## config.mk

```make
export PLATFORM = sky130hd
export DESIGN_NAME = wom_sequencer
export DESIGN_NICKNAME = d
export VERILOG_FILES = /design/src/rtl/wom_pkg.sv /design/src/rtl/wom_slot_buf.sv /design/src/rtl/wom_chain_ctl.sv /design/src/rtl/wom_tag_fifo.sv /design/src/rtl/wom_sequencer.sv
export SDC_FILE = /design/constraint.sdc
export NUM_CORES = 1
export LEC_CHECK = 0
export CAP_MARGIN = 15
export CORE_MARGIN = 2
export CORE_UTILIZATION = 25
export DETAILED_ROUTE_END_ITERATION = 10
export DONT_BUFFER_PORTS = 1
export SKIP_CTS_REPAIR_TIMING = 1
export SYNTH_ARGS = -nofsm -noshare
export SYNTH_HDL_FRONTEND = slang
export SYNTH_HIERARCHICAL = 1
export SYNTH_SLANG_ARGS = --single-unit
export TNS_END_PERCENT = 50
```

## constraint.sdc

```tcl
create_clock -name clk -period 8.3 [get_ports clk]
set_input_delay 0.415 -clock clk [delete_from_list [all_inputs] [get_ports clk]]
set_output_delay 0.415 -clock clk [all_outputs]
set_load 0.03 [all_outputs]
```

## src/rtl/wom_pkg.sv

```systemverilog
package wom_pkg;

    parameter int SEQ_W  = 4;
    parameter int WAVE_W = 4;
    parameter int ADDR_W = 16;
    parameter int DATA_W = 16;
    parameter int TAG_W  = 4;

    localparam logic [SEQ_W-1:0] SEQ_WILD  = '1;
    localparam logic [SEQ_W-1:0] SEQ_START = '0;

    typedef struct packed {
        logic              is_store;
        logic              wave_end;
        logic [WAVE_W-1:0] wave;
        logic [SEQ_W-1:0]  pred;
        logic [SEQ_W-1:0]  seq;
        logic [SEQ_W-1:0]  succ;
        logic [ADDR_W-1:0] addr;
        logic [DATA_W-1:0] wdata;
        logic [TAG_W-1:0]  tag;
    } mreq_t;

    typedef struct packed {
        logic [WAVE_W-1:0] wave;
        logic [SEQ_W-1:0]  last_seq;
        logic [SEQ_W-1:0]  last_succ;
    } chain_t;

    localparam chain_t CHAIN_INIT = '{wave: '0, last_seq: SEQ_START, last_succ: SEQ_WILD};

    // Does a buffered request sit directly after the chain's last issued request?
    function automatic logic wom_is_next(mreq_t e, chain_t c);
        if (e.wave != c.wave)
            return 1'b0;
        if (c.last_succ != SEQ_WILD)
            return e.seq == c.last_succ;
        return (e.pred != SEQ_WILD) && (e.pred == c.last_seq);
    endfunction

    // Chain state after request e issues.
    function automatic chain_t wom_chain_after(chain_t c, mreq_t e);
        chain_t n;
        if (e.wave_end) begin
            n.wave      = c.wave + 1'b1;
            n.last_seq  = SEQ_START;
            n.last_succ = SEQ_WILD;
        end else begin
            n.wave      = c.wave;
            n.last_seq  = e.seq;
            n.last_succ = e.succ;
        end
        return n;
    endfunction

endpackage

```

## src/rtl/wom_slot_buf.sv

```systemverilog
module wom_slot_buf
    import wom_pkg::*;
#(
    parameter int DEPTH = 8,
    localparam int IDX_W = $clog2(DEPTH)
) (
    input  logic             clk,
    input  logic             rst,
    input  logic             wr_en,
    input  mreq_t            wr_ent,
    input  logic             rd_en,
    input  logic [IDX_W-1:0] rd_idx,
    output mreq_t            slot_ent [DEPTH],
    output logic [DEPTH-1:0] slot_vld,
    output logic             has_free
);

    logic [IDX_W-1:0] free_idx;

    // Lowest-numbered empty slot takes the next arrival.
    always_comb begin
        free_idx = '0;
        for (int i = DEPTH - 1; i >= 0; i--) begin
            if (!slot_vld[i])
                free_idx = IDX_W'(i);
        end
    end

    assign has_free = ~&slot_vld;

    for (genvar g = 0; g < DEPTH; g++) begin : g_slot
        logic  vld_q;
        mreq_t ent_q;

        always_ff @(posedge clk) begin
            if (rst) begin
                vld_q <= 1'b0;
            end else if (wr_en && has_free && free_idx == IDX_W'(g)) begin
                vld_q <= 1'b1;
                ent_q <= wr_ent;
            end else if (rd_en && rd_idx == IDX_W'(g)) begin
                vld_q <= 1'b0;
            end
        end

        assign slot_vld[g] = vld_q;
        assign slot_ent[g] = ent_q;
    end

endmodule

```

## src/rtl/wom_chain_ctl.sv

```systemverilog
module wom_chain_ctl
    import wom_pkg::*;
#(
    parameter int DEPTH = 8,
    localparam int IDX_W = $clog2(DEPTH)
) (
    input  logic              clk,
    input  logic              rst,
    input  mreq_t             slot_ent [DEPTH],
    input  logic [DEPTH-1:0]  slot_vld,
    input  logic              adv,
    output logic              hit,
    output logic [IDX_W-1:0]  sel_idx,
    output mreq_t             sel_ent,
    output logic [WAVE_W-1:0] exp_wave
);

    chain_t           chain_q;
    logic [DEPTH-1:0] match;

    for (genvar g = 0; g < DEPTH; g++) begin : g_match
        assign match[g] = slot_vld[g] && wom_is_next(slot_ent[g], chain_q);
    end

    // A well-formed stream has at most one match; the lowest index wins otherwise.
    always_comb begin
        sel_idx = '0;
        for (int i = DEPTH - 1; i >= 0; i--) begin
            if (match[i])
                sel_idx = IDX_W'(i);
        end
    end

    assign hit      = |match;
    assign sel_ent  = slot_ent[sel_idx];
    assign exp_wave = chain_q.wave;

    always_ff @(posedge clk) begin
        if (rst)
            chain_q <= CHAIN_INIT;
        else if (adv)
            chain_q <= wom_chain_after(chain_q, sel_ent);
    end

endmodule

```

## src/rtl/wom_tag_fifo.sv

```systemverilog
module wom_tag_fifo #(
    parameter int DEPTH = 4,
    parameter int W     = 4,
    localparam int PTR_W = $clog2(DEPTH),
    localparam int CNT_W = $clog2(DEPTH + 1)
) (
    input  logic         clk,
    input  logic         rst,
    input  logic         push,
    input  logic [W-1:0] push_data,
    input  logic         pop,
    output logic [W-1:0] head,
    output logic         full,
    output logic         empty
);

    logic [W-1:0]     store_q [DEPTH];
    logic [PTR_W-1:0] wr_ptr, rd_ptr;
    logic [CNT_W-1:0] count;
    logic             do_push, do_pop;

    assign full    = count == CNT_W'(DEPTH);
    assign empty   = count == '0;
    assign do_push = push && !full;
    assign do_pop  = pop && !empty;
    assign head    = store_q[rd_ptr];

    function automatic logic [PTR_W-1:0] bump(logic [PTR_W-1:0] p);
        return (p == PTR_W'(DEPTH - 1)) ? '0 : p + 1'b1;
    endfunction

    always_ff @(posedge clk) begin
        if (rst) begin
            wr_ptr <= '0;
            rd_ptr <= '0;
            count  <= '0;
        end else begin
            if (do_push) begin
                store_q[wr_ptr] <= push_data;
                wr_ptr          <= bump(wr_ptr);
            end
            if (do_pop)
                rd_ptr <= bump(rd_ptr);
            if (do_push && !do_pop)
                count <= count + 1'b1;
            else if (do_pop && !do_push)
                count <= count - 1'b1;
        end
    end

endmodule

```

## src/rtl/wom_sequencer.sv

```systemverilog
module wom_sequencer
    import wom_pkg::*;
#(
    parameter int DEPTH    = 8,
    parameter int LD_DEPTH = 4,
    localparam int IDX_W   = $clog2(DEPTH)
) (
    input  logic              clk,
    input  logic              rst,
    input  logic              req_valid,
    output logic              req_ready,
    input  logic              req_store,
    input  logic              req_wave_end,
    input  logic [WAVE_W-1:0] req_wave,
    input  logic [SEQ_W-1:0]  req_pred,
    input  logic [SEQ_W-1:0]  req_seq,
    input  logic [SEQ_W-1:0]  req_succ,
    input  logic [ADDR_W-1:0] req_addr,
    input  logic [DATA_W-1:0] req_wdata,
    input  logic [TAG_W-1:0]  req_tag,
    output logic              mem_valid,
    input  logic              mem_ready,
    output logic              mem_store,
    output logic [ADDR_W-1:0] mem_addr,
    output logic [DATA_W-1:0] mem_wdata,
    input  logic              mem_rsp_valid,
    input  logic [DATA_W-1:0] mem_rsp_rdata,
    output logic              rsp_valid,
    output logic [DATA_W-1:0] rsp_data,
    output logic [TAG_W-1:0]  rsp_tag
);

    mreq_t             in_ent;
    mreq_t             slot_ent [DEPTH];
    logic [DEPTH-1:0]  slot_vld;
    logic              has_free;
    logic              hit;
    logic [IDX_W-1:0]  sel_idx;
    mreq_t             sel_ent;
    logic [WAVE_W-1:0] exp_wave;
    logic              ld_full, ld_empty;
    logic              fire;
    logic              sel_end;

    assign in_ent = '{is_store: req_store, wave_end: req_wave_end, wave: req_wave,
                      pred: req_pred, seq: req_seq, succ: req_succ,
                      addr: req_addr, wdata: req_wdata, tag: req_tag};

    assign req_ready = has_free;

    wom_slot_buf #(.DEPTH(DEPTH)) u_buf (
        .clk      (clk),
        .rst      (rst),
        .wr_en    (req_valid),
        .wr_ent   (in_ent),
        .rd_en    (fire),
        .rd_idx   (sel_idx),
        .slot_ent (slot_ent),
        .slot_vld (slot_vld),
        .has_free (has_free)
    );

    wom_chain_ctl #(.DEPTH(DEPTH)) u_chain (
        .clk      (clk),
        .rst      (rst),
        .slot_ent (slot_ent),
        .slot_vld (slot_vld),
        .adv      (fire),
        .hit      (hit),
        .sel_idx  (sel_idx),
        .sel_ent  (sel_ent),
        .exp_wave (exp_wave)
    );

    // A load may only go out while a tag slot is free for its response.
    assign mem_valid = hit && (sel_ent.is_store || !ld_full);
    assign fire      = mem_valid && mem_ready;
    assign mem_store = sel_ent.is_store;
    assign mem_addr  = sel_ent.addr;
    assign mem_wdata = sel_ent.wdata;
    assign sel_end   = sel_ent.wave_end;

    wom_tag_fifo #(.DEPTH(LD_DEPTH), .W(TAG_W)) u_tags (
        .clk       (clk),
        .rst       (rst),
        .push      (fire && !sel_ent.is_store),
        .push_data (sel_ent.tag),
        .pop       (mem_rsp_valid),
        .head      (rsp_tag),
        .full      (ld_full),
        .empty     (ld_empty)
    );

    assign rsp_valid = mem_rsp_valid && !ld_empty;
    assign rsp_data  = mem_rsp_rdata;

endmodule

```

==> results.json <==
{
  "yosysWarnings": 6,
  "cts_made_buffers": 52,
  "area_growth_pct": 16.48,
  "drt-total-wl_mm": 46.08,
  "switchingPower_mw": 1.096,
  "syn-instance-count": 1285,
  "worst_pin_slew_ns": 1.132,
  "drc": 0,
  "clkTransAtPathRegs_ns": 0.06,
  "hold_class": "input port to flip-flop",
  "cp_max_fo": 88,
  "run_status": "completed",
  "crit_type": "flip-flop to output pin",
  "place_inst": 2249,
  "internal-power_mw": 4.122,
  "total_power_mw": 5.217,
  "nets": 1392,
  "die_x_um": 286.0,
  "routedWlPerCell_um": 19.16,
  "cts_sinks": 477,
  "end_kind": "output pin",
  "antenna_left": 0,
  "grt_pass1_wl_mm": 68.24,
  "start_kind": "flip-flop",
  "critical_path_required_ns": 7.89,
  "core-area_um2": 78870,
  "antenna_found_initial": 5,
  "fmax_ghz": 0.1679,
  "die_h_um": 286.0,
  "power_frac_comb_pct": 4.2,
  "p_sw_share_pct": 21.00,
  "p_clk_share_pct": 44.2,
  "rsz0062_at_grt": "no",
  "setup_tns_ns": 0,
  "min_period_ns": 5.957,
  "p_leak_nw": 7.469,
  "syn_area_per_cell_um2": 15.47,
  "crit_arrival_ns": 5.54,
  "die_area_um2": 81800,
  "drive_gt1_share_pct": 14.41,
  "routed_via_density": 4.453,
  "vdd_drop_max_mv": 0.1751,
  "netlist_area_um2": 19880,
  "dr.first_iter.drc_count": 857,
  "placement.io_buffers": 0,
  "grt_overflow_total": 0,
  "fin_skew_ns": 0.02731,
  "final.setup.worst_slack_ns": 2.343,
  "maxCapViolCount": 0,
  "hpwlAfterDp_mm": 26.71,
  "pin_count": 131,
  "finalCritPeriodShare_pct": 71.77,
  "grt_max_degree": 156,
  "start_util_pct": 25.21,
  "hold_viol_final": 0,
  "p_seq_share_pct": 51.7,
  "slew_headroom_pct": 24.35,
  "setup_violations": 0,
  "core.rowCount": 103,
  "cts-htree-levels": 2,
  "root_buffer": "clkbuf_16",
  "place_congestion": 0.8204,
  "dr.pass1.iters": 5,
  "cts.path.max_buffers": 3,
  "p_per_area_nw_per_um2": 225.3,
  "dp_slack_ns": 2.643,
  "grtUsageTotal_pct": 10.94,
  "stdcell_count": 2405,
  "cts_tree": "built",
  "finalCoreUtilization_pct": 29.36,
  "maxSlewViolCount": 0,
  "synth_fp_nets": 1368,
  "grt_pass1_vias": 10745,
  "vias": 10709,
  "clk_latency_ns": 0.59
}
[critical path, stage by stage (launching register included)]
cell	delay (ns)
dfxtp_1	0.64
and4_1	0.50
o21ai_1	0.20
o32ai_1	0.27
nand4_1	0.29
a31oi_4	0.54
buf_4	0.70
buf_4	0.81
o21ai_0	0.23
o21ai_1	0.66
[layout by cell type, fill, tap and decap left out, drive strengths merged, types with 5 or more instances in the layout]
cell type	instances
edfxtp	448
nand2	136
o21ai	83
xnor2	59
clkbuf	59
dlygate4sd3	56
mux2i	48
mux2	45
and2	39
a211oi	37
a311o	37
xor2	35
dfxtp	29
clkinv	28
mux4	20
buf	19
nand4	15
nor2	15
nand2b	14
nand3	12
inv	12
nor3	11
a21oi	8
ha	7
nor3b	7
bufinv	6
o31ai	6
clkinvlp	5
[registers in the layout (all words and copies together) (netlist names), named ones only]
name                count
u_buf/g_slot.vld_q      8
u_buf/slot_ent        432
u_chain/chain_q         8
u_chain/exp_wave        4
u_tags/count            3
u_tags/rd_ptr           2
u_tags/store_q         16
u_tags/wr_ptr           2
[path summary, 6_finish.rpt]
path,cells after the start,from,end,slack [ns]
max,9,u_chain/chain_q[2],mem_addr[7],2.34
min,2,rst,u_chain/exp_wave[1],0.04
max reg2reg,19,u_chain/chain_q[2],u_tags/count[2],2.55
min reg2reg,2,u_tags/rd_ptr[0],flip-flop,0.50
[power groups by stage]
stage	clock network, mW	registers (mW)	logic (mW)
floorplan	0	2.74	0.150
global placement	0	2.75	0.167
detailed placement	0	2.75	0.170
CTS	2.37	2.70	0.171
global route	2.46	2.70	0.237
finish	2.30	2.70	0.217
[area by class of cell]
| class | instances | area [µm²] |
|---|---|---|
| inverter | 12 | 45.04 |
| fill | 7817 | 55710 |
| multi-input combinational | 691 | 5303 |
| clock buffer | 59 | 1370 |
| timing repair buffer | 75 | 723.2 |
| sequential | 477 | 14030 |
| clock inverter | 39 | 365.4 |
| antenna | 2 | 5.005 |
| tap | 1050 | 1314 |
[metal layers]
| metal | global-route usage [%] | part of all wire [%] |
|---|---|---|
| met5 | 0 | 0.11 |
| met3 | 2.656 | 5.0 |
| met2 | 18.96 | 50 |
| met4 | 3.010 | 1.9 |
| met1 | 13.52 | 43 |
[through the flow]
step | hold WS (ns) | instance area (µm²)
final | 0.04213 | 23160
after global routing | 0.001458 | 23150
after CTS | -0.1218 | 22590
after floorplan | 0.4634 | 19880
after detailed placement | 0.4869 | 20860
after global placement | 0.4794 | 20840
(Power assumes the default switching activity.)
